`src/rtl/vac_pkg.sv`:
```
package vac_pkg;

    typedef enum logic [1:0] {
        ST_IDLE,
        ST_LOOKUP,
        ST_SWAP,
        ST_FETCH
    } vac_state_e;

    function automatic int sel_width(input int n);
        return (n > 1) ? $clog2(n) : 1;
    endfunction

endpackage

```
`src/rtl/vac_direct_array.sv`:
```
module vac_direct_array #(
    parameter int ADDR_W = 12,
    parameter int IDX_W  = 3,
    parameter int LINE_W = 32
) (
    input  logic                    clk,
    input  logic                    rst_n,
    input  logic [IDX_W-1:0]        idx,
    output logic                    rd_valid,
    output logic [ADDR_W-IDX_W-1:0] rd_tag,
    output logic [LINE_W-1:0]       rd_data,
    input  logic                    wr_en,
    input  logic [ADDR_W-IDX_W-1:0] wr_tag,
    input  logic [LINE_W-1:0]       wr_data
);
    localparam int SETS  = 1 << IDX_W;
    localparam int TAG_W = ADDR_W - IDX_W;

    logic [SETS-1:0]   valid_q;
    logic [TAG_W-1:0]  tag_q  [SETS];
    logic [LINE_W-1:0] data_q [SETS];

    always_ff @(posedge clk or negedge rst_n) begin
        if (!rst_n) begin
            valid_q <= '0;
        end else if (wr_en) begin
            valid_q[idx] <= 1'b1;
        end
    end

    always_ff @(posedge clk) begin
        if (wr_en) begin
            tag_q[idx]  <= wr_tag;
            data_q[idx] <= wr_data;
        end
    end

    assign rd_valid = valid_q[idx];
    assign rd_tag   = tag_q[idx];
    assign rd_data  = data_q[idx];

endmodule

```
`src/rtl/vac_side_buffer.sv`:
```
module vac_side_buffer #(
    parameter int ADDR_W = 12,
    parameter int LINE_W = 32,
    parameter int DEPTH  = 4
) (
    input  logic                                clk,
    input  logic                                rst_n,
    input  logic [ADDR_W-1:0]                   probe_addr,
    output logic                                hit,
    output logic [vac_pkg::sel_width(DEPTH)-1:0] hit_sel,
    output logic [LINE_W-1:0]                   hit_data,
    output logic [vac_pkg::sel_width(DEPTH)-1:0] repl_sel,
    input  logic                                upd_en,
    input  logic                                upd_write,
    input  logic [vac_pkg::sel_width(DEPTH)-1:0] upd_sel,
    input  logic [ADDR_W-1:0]                   upd_addr,
    input  logic [LINE_W-1:0]                   upd_data
);
    localparam int SEL_W = vac_pkg::sel_width(DEPTH);

    logic [DEPTH-1:0]  valid_q;
    logic [ADDR_W-1:0] addr_q [DEPTH];
    logic [LINE_W-1:0] data_q [DEPTH];
    logic [SEL_W-1:0]  age_q  [DEPTH];
    logic [DEPTH-1:0]  hit_vec;
    logic              free_found;
    logic [SEL_W-1:0]  best_age;

    for (genvar i = 0; i < DEPTH; i++) begin : g_cmp
        assign hit_vec[i] = valid_q[i] && (addr_q[i] == probe_addr);
    end

    assign hit = |hit_vec;

    always_comb begin
        hit_sel = '0;
        for (int i = 0; i < DEPTH; i++) begin
            if (hit_vec[i]) hit_sel = SEL_W'(i);
        end
    end

    assign hit_data = data_q[hit_sel];

    // Empty entry first (lowest index), else the oldest valid entry.
    always_comb begin
        repl_sel   = '0;
        free_found = 1'b0;
        best_age   = '0;
        for (int i = 0; i < DEPTH; i++) begin
            if (!valid_q[i] && !free_found) begin
                repl_sel   = SEL_W'(i);
                free_found = 1'b1;
            end
        end
        if (!free_found) begin
            for (int i = 0; i < DEPTH; i++) begin
                if (age_q[i] >= best_age) begin
                    best_age = age_q[i];
                    repl_sel = SEL_W'(i);
                end
            end
        end
    end

    always_ff @(posedge clk or negedge rst_n) begin
        if (!rst_n) begin
            valid_q <= '0;
            for (int j = 0; j < DEPTH; j++) age_q[j] <= '0;
        end else if (upd_en) begin
            for (int j = 0; j < DEPTH; j++) begin
                if (upd_sel == SEL_W'(j)) begin
                    age_q[j] <= '0;
                    if (upd_write) valid_q[j] <= 1'b1;
                end else if (valid_q[j] &&
                             (!valid_q[upd_sel] || age_q[j] < age_q[upd_sel])) begin
                    age_q[j] <= age_q[j] + 1'b1;
                end
            end
        end
    end

    always_ff @(posedge clk) begin
        if (upd_en && upd_write) begin
            addr_q[upd_sel] <= upd_addr;
            data_q[upd_sel] <= upd_data;
        end
    end

    a_r9_single_match: assert property (@(posedge clk) disable iff (!rst_n)
        $onehot0(hit_vec));

    a_r8_free_first: assert property (@(posedge clk) disable iff (!rst_n)
        !(&valid_q) |-> !valid_q[repl_sel]);

    for (genvar i = 0; i < DEPTH; i++) begin : g_age_chk
        a_r8_age_rank: assert property (@(posedge clk) disable iff (!rst_n)
            valid_q[i] |-> (int'(age_q[i]) < $countones(valid_q)));
    end

endmodule

```
`src/rtl/vac_ctrl.sv`:
```
module vac_ctrl #(
    parameter int ADDR_W    = 12,
    parameter int IDX_W     = 3,
    parameter int LINE_W    = 32,
    parameter int DEPTH     = 4,
    parameter bit MISS_MODE = 1'b0
) (
    input  logic                                 clk,
    input  logic                                 rst_n,
    input  logic                                 req_valid,
    output logic                                 req_ready,
    input  logic [ADDR_W-1:0]                    req_addr,
    output logic                                 rsp_valid,
    output logic [LINE_W-1:0]                    rsp_data,
    output logic                                 mem_req_valid,
    output logic [ADDR_W-1:0]                    mem_req_addr,
    input  logic                                 mem_rsp_valid,
    input  logic [LINE_W-1:0]                    mem_rsp_data,
    output logic [ADDR_W-1:0]                    probe_addr,
    input  logic                                 main_valid,
    input  logic [ADDR_W-IDX_W-1:0]              main_tag,
    input  logic [LINE_W-1:0]                    main_data,
    output logic                                 main_wr_en,
    output logic [LINE_W-1:0]                    main_wr_data,
    input  logic                                 buf_hit,
    input  logic [vac_pkg::sel_width(DEPTH)-1:0] buf_hit_sel,
    input  logic [LINE_W-1:0]                    buf_hit_data,
    input  logic [vac_pkg::sel_width(DEPTH)-1:0] buf_repl_sel,
    output logic                                 buf_upd_en,
    output logic                                 buf_upd_write,
    output logic [vac_pkg::sel_width(DEPTH)-1:0] buf_upd_sel,
    output logic [ADDR_W-1:0]                    buf_upd_addr,
    output logic [LINE_W-1:0]                    buf_upd_data
);
    import vac_pkg::*;

    localparam int TAG_W = ADDR_W - IDX_W;

    vac_state_e        state_q, state_d;
    logic [ADDR_W-1:0] addr_q;
    logic [TAG_W-1:0]  cur_tag;
    logic [IDX_W-1:0]  cur_idx;
    logic              main_hit;
    logic [ADDR_W-1:0] victim_addr;

    assign cur_tag      = addr_q[ADDR_W-1:IDX_W];
    assign cur_idx      = addr_q[IDX_W-1:0];
    assign main_hit     = main_valid && (main_tag == cur_tag);
    assign victim_addr  = {main_tag, cur_idx};
    assign probe_addr   = addr_q;
    assign mem_req_addr = addr_q;

    always_ff @(posedge clk or negedge rst_n) begin
        if (!rst_n) begin
            state_q <= ST_IDLE;
            addr_q  <= '0;
        end else begin
            state_q <= state_d;
            if (state_q == ST_IDLE && req_valid) addr_q <= req_addr;
        end
    end

    always_comb begin
        state_d = state_q;
        unique case (state_q)
            ST_IDLE:   if (req_valid) state_d = ST_LOOKUP;
            ST_LOOKUP: state_d = main_hit ? ST_IDLE : (buf_hit ? ST_SWAP : ST_FETCH);
            ST_SWAP:   state_d = ST_IDLE;
            ST_FETCH:  if (mem_rsp_valid) state_d = ST_IDLE;
        endcase
    end

    always_comb begin
        req_ready     = 1'b0;
        rsp_valid     = 1'b0;
        rsp_data      = main_data;
        mem_req_valid = 1'b0;
        main_wr_en    = 1'b0;
        main_wr_data  = mem_rsp_data;
        buf_upd_en    = 1'b0;
        buf_upd_write = 1'b0;
        buf_upd_sel   = buf_repl_sel;
        buf_upd_addr  = victim_addr;
        buf_upd_data  = main_data;
        unique case (state_q)
            ST_IDLE: req_ready = 1'b1;
            ST_LOOKUP: rsp_valid = main_hit;
            ST_SWAP: begin
                rsp_valid    = 1'b1;
                rsp_data     = buf_hit_data;
                main_wr_en   = 1'b1;
                main_wr_data = buf_hit_data;
                buf_upd_en   = 1'b1;
                buf_upd_sel  = buf_hit_sel;
                buf_upd_write = !MISS_MODE;
            end
            ST_FETCH: begin
                mem_req_valid = 1'b1;
                if (mem_rsp_valid) begin
                    rsp_valid  = 1'b1;
                    rsp_data   = mem_rsp_data;
                    main_wr_en = 1'b1;
                    if (MISS_MODE) begin
                        buf_upd_en    = 1'b1;
                        buf_upd_write = 1'b1;
                        buf_upd_addr  = addr_q;
                        buf_upd_data  = mem_rsp_data;
                    end else if (main_valid) begin
                        buf_upd_en    = 1'b1;
                        buf_upd_write = 1'b1;
                    end
                end
            end
        endcase
    end

    a_r4_hold_request: assert property (@(posedge clk) disable iff (!rst_n)
        (mem_req_valid && !mem_rsp_valid) |=> (mem_req_valid && $stable(mem_req_addr)));

    a_r6_swap_has_victim: assert property (@(posedge clk) disable iff (!rst_n)
        (state_q == ST_SWAP) |-> main_valid);

    a_r3_one_extra_cycle: assert property (@(posedge clk) disable iff (!rst_n)
        (state_q == ST_LOOKUP && !main_hit && buf_hit) |=> (rsp_valid && !mem_req_valid));

    a_r2_no_fetch_on_hit: assert property (@(posedge clk) disable iff (!rst_n)
        (state_q == ST_LOOKUP && main_hit) |=> (!mem_req_valid && req_ready));

    a_r10_ready_after_rsp: assert property (@(posedge clk) disable iff (!rst_n)
        rsp_valid |=> req_ready);

endmodule

```
`src/rtl/victim_assist_cache.sv`:
```
module victim_assist_cache #(
    parameter int ADDR_W    = 12,
    parameter int IDX_W     = 3,
    parameter int LINE_W    = 32,
    parameter int BUF_DEPTH = 4,
    parameter bit MISS_MODE = 1'b0
) (
    input  logic              clk,
    input  logic              rst_n,
    input  logic              req_valid,
    output logic              req_ready,
    input  logic [ADDR_W-1:0] req_addr,
    output logic              rsp_valid,
    output logic [LINE_W-1:0] rsp_data,
    output logic              mem_req_valid,
    output logic [ADDR_W-1:0] mem_req_addr,
    input  logic              mem_rsp_valid,
    input  logic [LINE_W-1:0] mem_rsp_data
);
    localparam int SEL_W = vac_pkg::sel_width(BUF_DEPTH);
    localparam int TAG_W = ADDR_W - IDX_W;

    logic [ADDR_W-1:0] probe_addr;
    logic              main_valid;
    logic [TAG_W-1:0]  main_tag;
    logic [LINE_W-1:0] main_data;
    logic              main_wr_en;
    logic [LINE_W-1:0] main_wr_data;
    logic              buf_hit;
    logic [SEL_W-1:0]  buf_hit_sel;
    logic [LINE_W-1:0] buf_hit_data;
    logic [SEL_W-1:0]  buf_repl_sel;
    logic              buf_upd_en;
    logic              buf_upd_write;
    logic [SEL_W-1:0]  buf_upd_sel;
    logic [ADDR_W-1:0] buf_upd_addr;
    logic [LINE_W-1:0] buf_upd_data;

    vac_ctrl #(
        .ADDR_W(ADDR_W), .IDX_W(IDX_W), .LINE_W(LINE_W),
        .DEPTH(BUF_DEPTH), .MISS_MODE(MISS_MODE)
    ) u_ctrl (
        .clk(clk), .rst_n(rst_n),
        .req_valid(req_valid), .req_ready(req_ready), .req_addr(req_addr),
        .rsp_valid(rsp_valid), .rsp_data(rsp_data),
        .mem_req_valid(mem_req_valid), .mem_req_addr(mem_req_addr),
        .mem_rsp_valid(mem_rsp_valid), .mem_rsp_data(mem_rsp_data),
        .probe_addr(probe_addr),
        .main_valid(main_valid), .main_tag(main_tag), .main_data(main_data),
        .main_wr_en(main_wr_en), .main_wr_data(main_wr_data),
        .buf_hit(buf_hit), .buf_hit_sel(buf_hit_sel), .buf_hit_data(buf_hit_data),
        .buf_repl_sel(buf_repl_sel),
        .buf_upd_en(buf_upd_en), .buf_upd_write(buf_upd_write),
        .buf_upd_sel(buf_upd_sel), .buf_upd_addr(buf_upd_addr),
        .buf_upd_data(buf_upd_data)
    );

    vac_direct_array #(
        .ADDR_W(ADDR_W), .IDX_W(IDX_W), .LINE_W(LINE_W)
    ) u_main (
        .clk(clk), .rst_n(rst_n),
        .idx(probe_addr[IDX_W-1:0]),
        .rd_valid(main_valid), .rd_tag(main_tag), .rd_data(main_data),
        .wr_en(main_wr_en), .wr_tag(probe_addr[ADDR_W-1:IDX_W]),
        .wr_data(main_wr_data)
    );

    vac_side_buffer #(
        .ADDR_W(ADDR_W), .LINE_W(LINE_W), .DEPTH(BUF_DEPTH)
    ) u_side (
        .clk(clk), .rst_n(rst_n),
        .probe_addr(probe_addr),
        .hit(buf_hit), .hit_sel(buf_hit_sel), .hit_data(buf_hit_data),
        .repl_sel(buf_repl_sel),
        .upd_en(buf_upd_en), .upd_write(buf_upd_write), .upd_sel(buf_upd_sel),
        .upd_addr(buf_upd_addr), .upd_data(buf_upd_data)
    );

endmodule

```
`config.mk`:
```
export PLATFORM = sky130hd
export DESIGN_NAME = victim_assist_cache
export DESIGN_NICKNAME = d
export VERILOG_FILES = /design/src/rtl/vac_pkg.sv /design/src/rtl/vac_direct_array.sv /design/src/rtl/vac_side_buffer.sv /design/src/rtl/vac_ctrl.sv /design/src/rtl/victim_assist_cache.sv
export SDC_FILE = /design/constraint.sdc
export NUM_CORES = 1
export LEC_CHECK = 0
export ABC_AREA = 0
export CORE_MARGIN = 3
export CORE_UTILIZATION = 40
export DETAILED_ROUTE_END_ITERATION = 7
export PLACE_DENSITY = 0.58
export RECOVER_POWER = 25
export SLEW_MARGIN = 20
export SYNTH_ARGS = -nofsm -noshare
export SYNTH_HDL_FRONTEND = slang
export SYNTH_SLANG_ARGS = --single-unit
```
`constraint.sdc`:
```
create_clock -name clk -period 7.8 [get_ports clk]
set_clock_uncertainty 0.2 [all_clocks]
set_input_delay 1.56 -clock clk [delete_from_list [all_inputs] [get_ports clk]]
set_output_delay 1.56 -clock clk [all_outputs]
set_load 0.02 [all_outputs]
```
==> run summary <==
switch share: 36.6%
Design Area, Final: 25100 um2
vias per inst: 5.74
Relative slew margins: -36.6%
Fin Setup TNS: 0 ns
Fill cells: 4613
warning count from the yosys run: 0
P_leak: 8.07 nW
utilization after layout: 47.4%
crit path DAT: 5.02 ns
register-to-register setup slack: 1.75 ns
worst r2r path cells: 17
Total GRT Usage: 19.2%
Internal Power: 7.32 mW
Comb pwr share: 36.5%
met2 usage: 31.5%
Via Count: 12600
nets@finish: 1516
Distinct cells, synth: 68
worst r2r src: u_side.age_q[5]
clk_lat worst skew: 0.61 ns
cell family with most CP delay: simple AND/OR/NAND/NOR gates
register area: 16000 um2
number of synthesized flops with an enable pin: 504
top cell type by total area after synthesis: edfxtp_1
GR Util met1: 27.0%
Crit. End Element: output pin
final hold violation count: 0
synthesis-stage register bit count: 538
total I/O pin count: 95
Syn Nets: 1420
FMAX: 147 MHz
Mean Syn Cell Area: 15.8 um2
P per Cell Area: 460 nW/um2
CTS Root Cell: clkbuf_16
clk slew on worst S/H paths: 0.06 ns
Cell Area, Placed: 23300 um2
DR DRC count: 0
crit path cell chain: buf_12 -> inv_1 -> nor3_1 -> a22oi_1 -> o21ai_0 -> xnor2_1 -> nand4_1 -> or4_1 -> o21ai_0 -> clkdlybuf4s50_1
Port Buf Inserts: 94
post-CTS setup buffers: 0
Core ar.: 53000 um2
Final period util: 87.0%
switching power: 4.22 mW
Cell Area, Synth: 21500 um2
Max FO, Critical Path: 25
busiest grt layer: met2
total of max-cap violations: 1
# rows: 84
area grow syn2layout: 16.5%
setup ws final: 1.02 ns
share of Yosys cell area claimed by the top area cell type: 70.3%
initial drt markers: 1148
Seq pwr share: 40.9%
worst vdd ir: 233 uV
vias in the first global route: 13000
clock power share: 22.6%
crit path max-delay cell type: dfrtp_1
met3 global-route usage: 2.89%
area of the multi-input gates: 5170 um2
cell repeated most along the worst path: o21ai_0
die width: 238 um
clk sink count: 538
pre-CTS setup slack: 1.74 ns
startpoint types: register
total CTS buffers: 55
crit path time final: 6.78 ns
final wirelength: 54600 um
dominant synthesized flop cell: edfxtp_1
Crit Path Class: register to output pin
post-cts resize count: 0
sequential area share after synthesis: 74.2%
routability cong.: 0.879
hold path cells: 1
DR WL/cell: 24.9 um
CP max stage delay: 0.80 ns
CTS Buffer Depth: 3
Die H: 238 um
H-Tree Depth: 2
Hold Crit Class: register to register
largest net degree at the start of global routing: 54
initial core utilization: 40.7%
share of layout cells above drive strength 1: 11.9%
CP bufs+invs: 3
Reg2Reg Capture Point: u_side.data_q[0][23]
Final ANT Viol Nets: 0
Final Setup Violations: 0
Pre-antenna DRT Iters: 5
status: finished, violations left
diode count: 0
min-delay src: u_main.valid_q[7]
Slew Viols, Final: 35
Async SR Flop Fraction: 6.32%
Post-DP HPWL: 31900 um
CP required: 6.04 ns
synth top area cells: edfxtp_1 70%, a22oi_1 5.2%, dfrtp_1 3.9%
first-pass GRT wire length: 82600 um
initial antenna violation count: 0
die footprint: 56700 um2
failing checks: capacitance limit, slew limit
grt total ovfl: 0
hold buffers post-CTS: 0
measured slew at the worst slew-check pin: 2.05 ns
CTS tree: done
RSZ-0062 raised after global routing: no
Syn Inst Count: 1364
worst min-delay path endpoint: u_main.valid_q[7]
-- routing by layer --
metal  share of wire [%]  vias to the layer above
met3                 5.6                       75
met4                 2.0                        0
met5                   0                        -
li1                    -                     5679
met1                  45                     6380
met2                  48                      437
-- power by group through the flow --
stage / clock [mW] / sequential (mW) / combinational, mW
2_1_floorplan: 0 / 4.62 / 2.72
3_3_place_gp: 0 / 4.76 / 4.16
4_1_cts: 2.65 / 4.72 / 4.25
6_report: 2.61 / 4.72 / 4.21
3_5_place_dp: 0 / 4.78 / 4.22
5_1_grt: 2.76 / 4.79 / 4.56
-- layout by cell type (no fill, tap or decap), types with 5 or more instances in the layout --
master / netlist / layout
clkdlybuf4s50_1: 0 / 92
o2bb2ai_1: 8 / 8
nand4_1: 44 / 44
a221o_1: 22 / 22
inv_1: 13 / 14
and2_2: 0 / 6
o21ai_0: 47 / 44
a21oi_1: 37 / 37
ha_1: 8 / 8
edfxtp_1: 504 / 504
nor4_1: 7 / 6
o22ai_1: 11 / 11
clkinv_1: 1 / 13
xor2_1: 7 / 7
buf_4: 9 / 33
nand3_1: 13 / 13
a221oi_1: 16 / 16
nor3_1: 11 / 6
clkinv_2: 0 / 9
nor2b_1: 7 / 6
and2_0: 3 / 5
a21o_1: 20 / 20
clkbuf_1: 61 / 10
clkbuf_16: 0 / 55
mux2i_1: 25 / 25
nor2_1: 45 / 41
a211oi_1: 8 / 8
nand2b_1: 7 / 7
nand2_1: 63 / 62
bufinv_16: 0 / 6
mux2_2: 19 / 18
dfrtp_1: 34 / 34
xnor2_1: 49 / 49
or2_2: 12 / 12
o221ai_1: 19 / 19
a22oi_1: 149 / 149
-- synth_stat cells, types with 9 or more instances --
cell type,count
mux2i_1,25
clkbuf_1,61
mux2_2,19
edfxtp_1,504
o21ai_0,47
a21oi_1,37
and2_1,10
o221ai_1,19
nor3_1,11
nand2_1,63
nor2_1,45
buf_4,9
a221o_1,22
nand4_1,44
a21o_1,20
nand3_1,13
xnor2_1,49
inv_1,13
o22ai_1,11
a22oi_1,149
or2_2,12
a221oi_1,16
dfrtp_1,34
buf_2,12
-- worst max-delay path by stage --
stage / startpoint / end / slack (ns) / cells past startpoint
6_report: u_ctrl.mem_req_addr[1] / rsp_valid / 1.02 / 10
5_1_grt: u_ctrl.mem_req_addr[1] / rsp_valid / 0.78 / 10
4_1_cts: u_ctrl.mem_req_addr[2] / rsp_valid / 1.25 / 10
3_5_place_dp: u_side.age_q[5] / u_side.data_q[0][19] / 1.74 / 17
3_3_place_gp: u_side.age_q[5] / u_side.data_q[0][19] / 1.91 / 17
2_1_floorplan: u_side.age_q[5] / u_side.addr_q[3][0] / 0.86 / 18
-- layout make-up --
cell class                 count  share of cell area (%)
sequential                   538                    63.7
clock inverter                36                    1.51
timing repair buffer         130                    4.87
tap                          688                    3.43
inverter                      15                   0.224
multi-input combinational    720                    20.6
clock buffer                  63                    5.61
-- state kept, by name, indices dropped and copies added (netlist names) --
name / cells
u_main.data_q: 256
u_main.tag_q: 72
u_main.valid_q: 8
u_side.valid_q: 4
u_side.addr_q: 48
u_ctrl.mem_req_addr: 12
u_side.data_q: 128
u_ctrl.state_q: 2
u_side.age_q: 8
-- logic make-up (layout without fill, tap and decap cells) --
kind of cell	count (synthesis)	in the layout	share of synthesized area, %
DFF	538	538	74.2
AOI/OAI and AO/OA	366	366	12.5
and+or+nand+nor	240	240	5.74
buffers and inverters	106	244	2.14
xor gates and xnor gates	57	57	2.35
muxes	49	49	2.63
adders and majority gates	8	8	0.465
-- metrics by stage --
stage | cells | hold slack (ns) | power (mW)
after floorplan | 1364 | 0.240 | 7.34
after global placement | 2090 | 0.252 | 8.92
after detailed placement | 2091 | 0.256 | 9.00
after CTS | 2190 | 0.271 | 11.6
after global routing | 2190 | 0.295 | 12.1
final | 2190 | 0.274 | 11.5
Note: power is estimated with default switching activity, not from simulation.
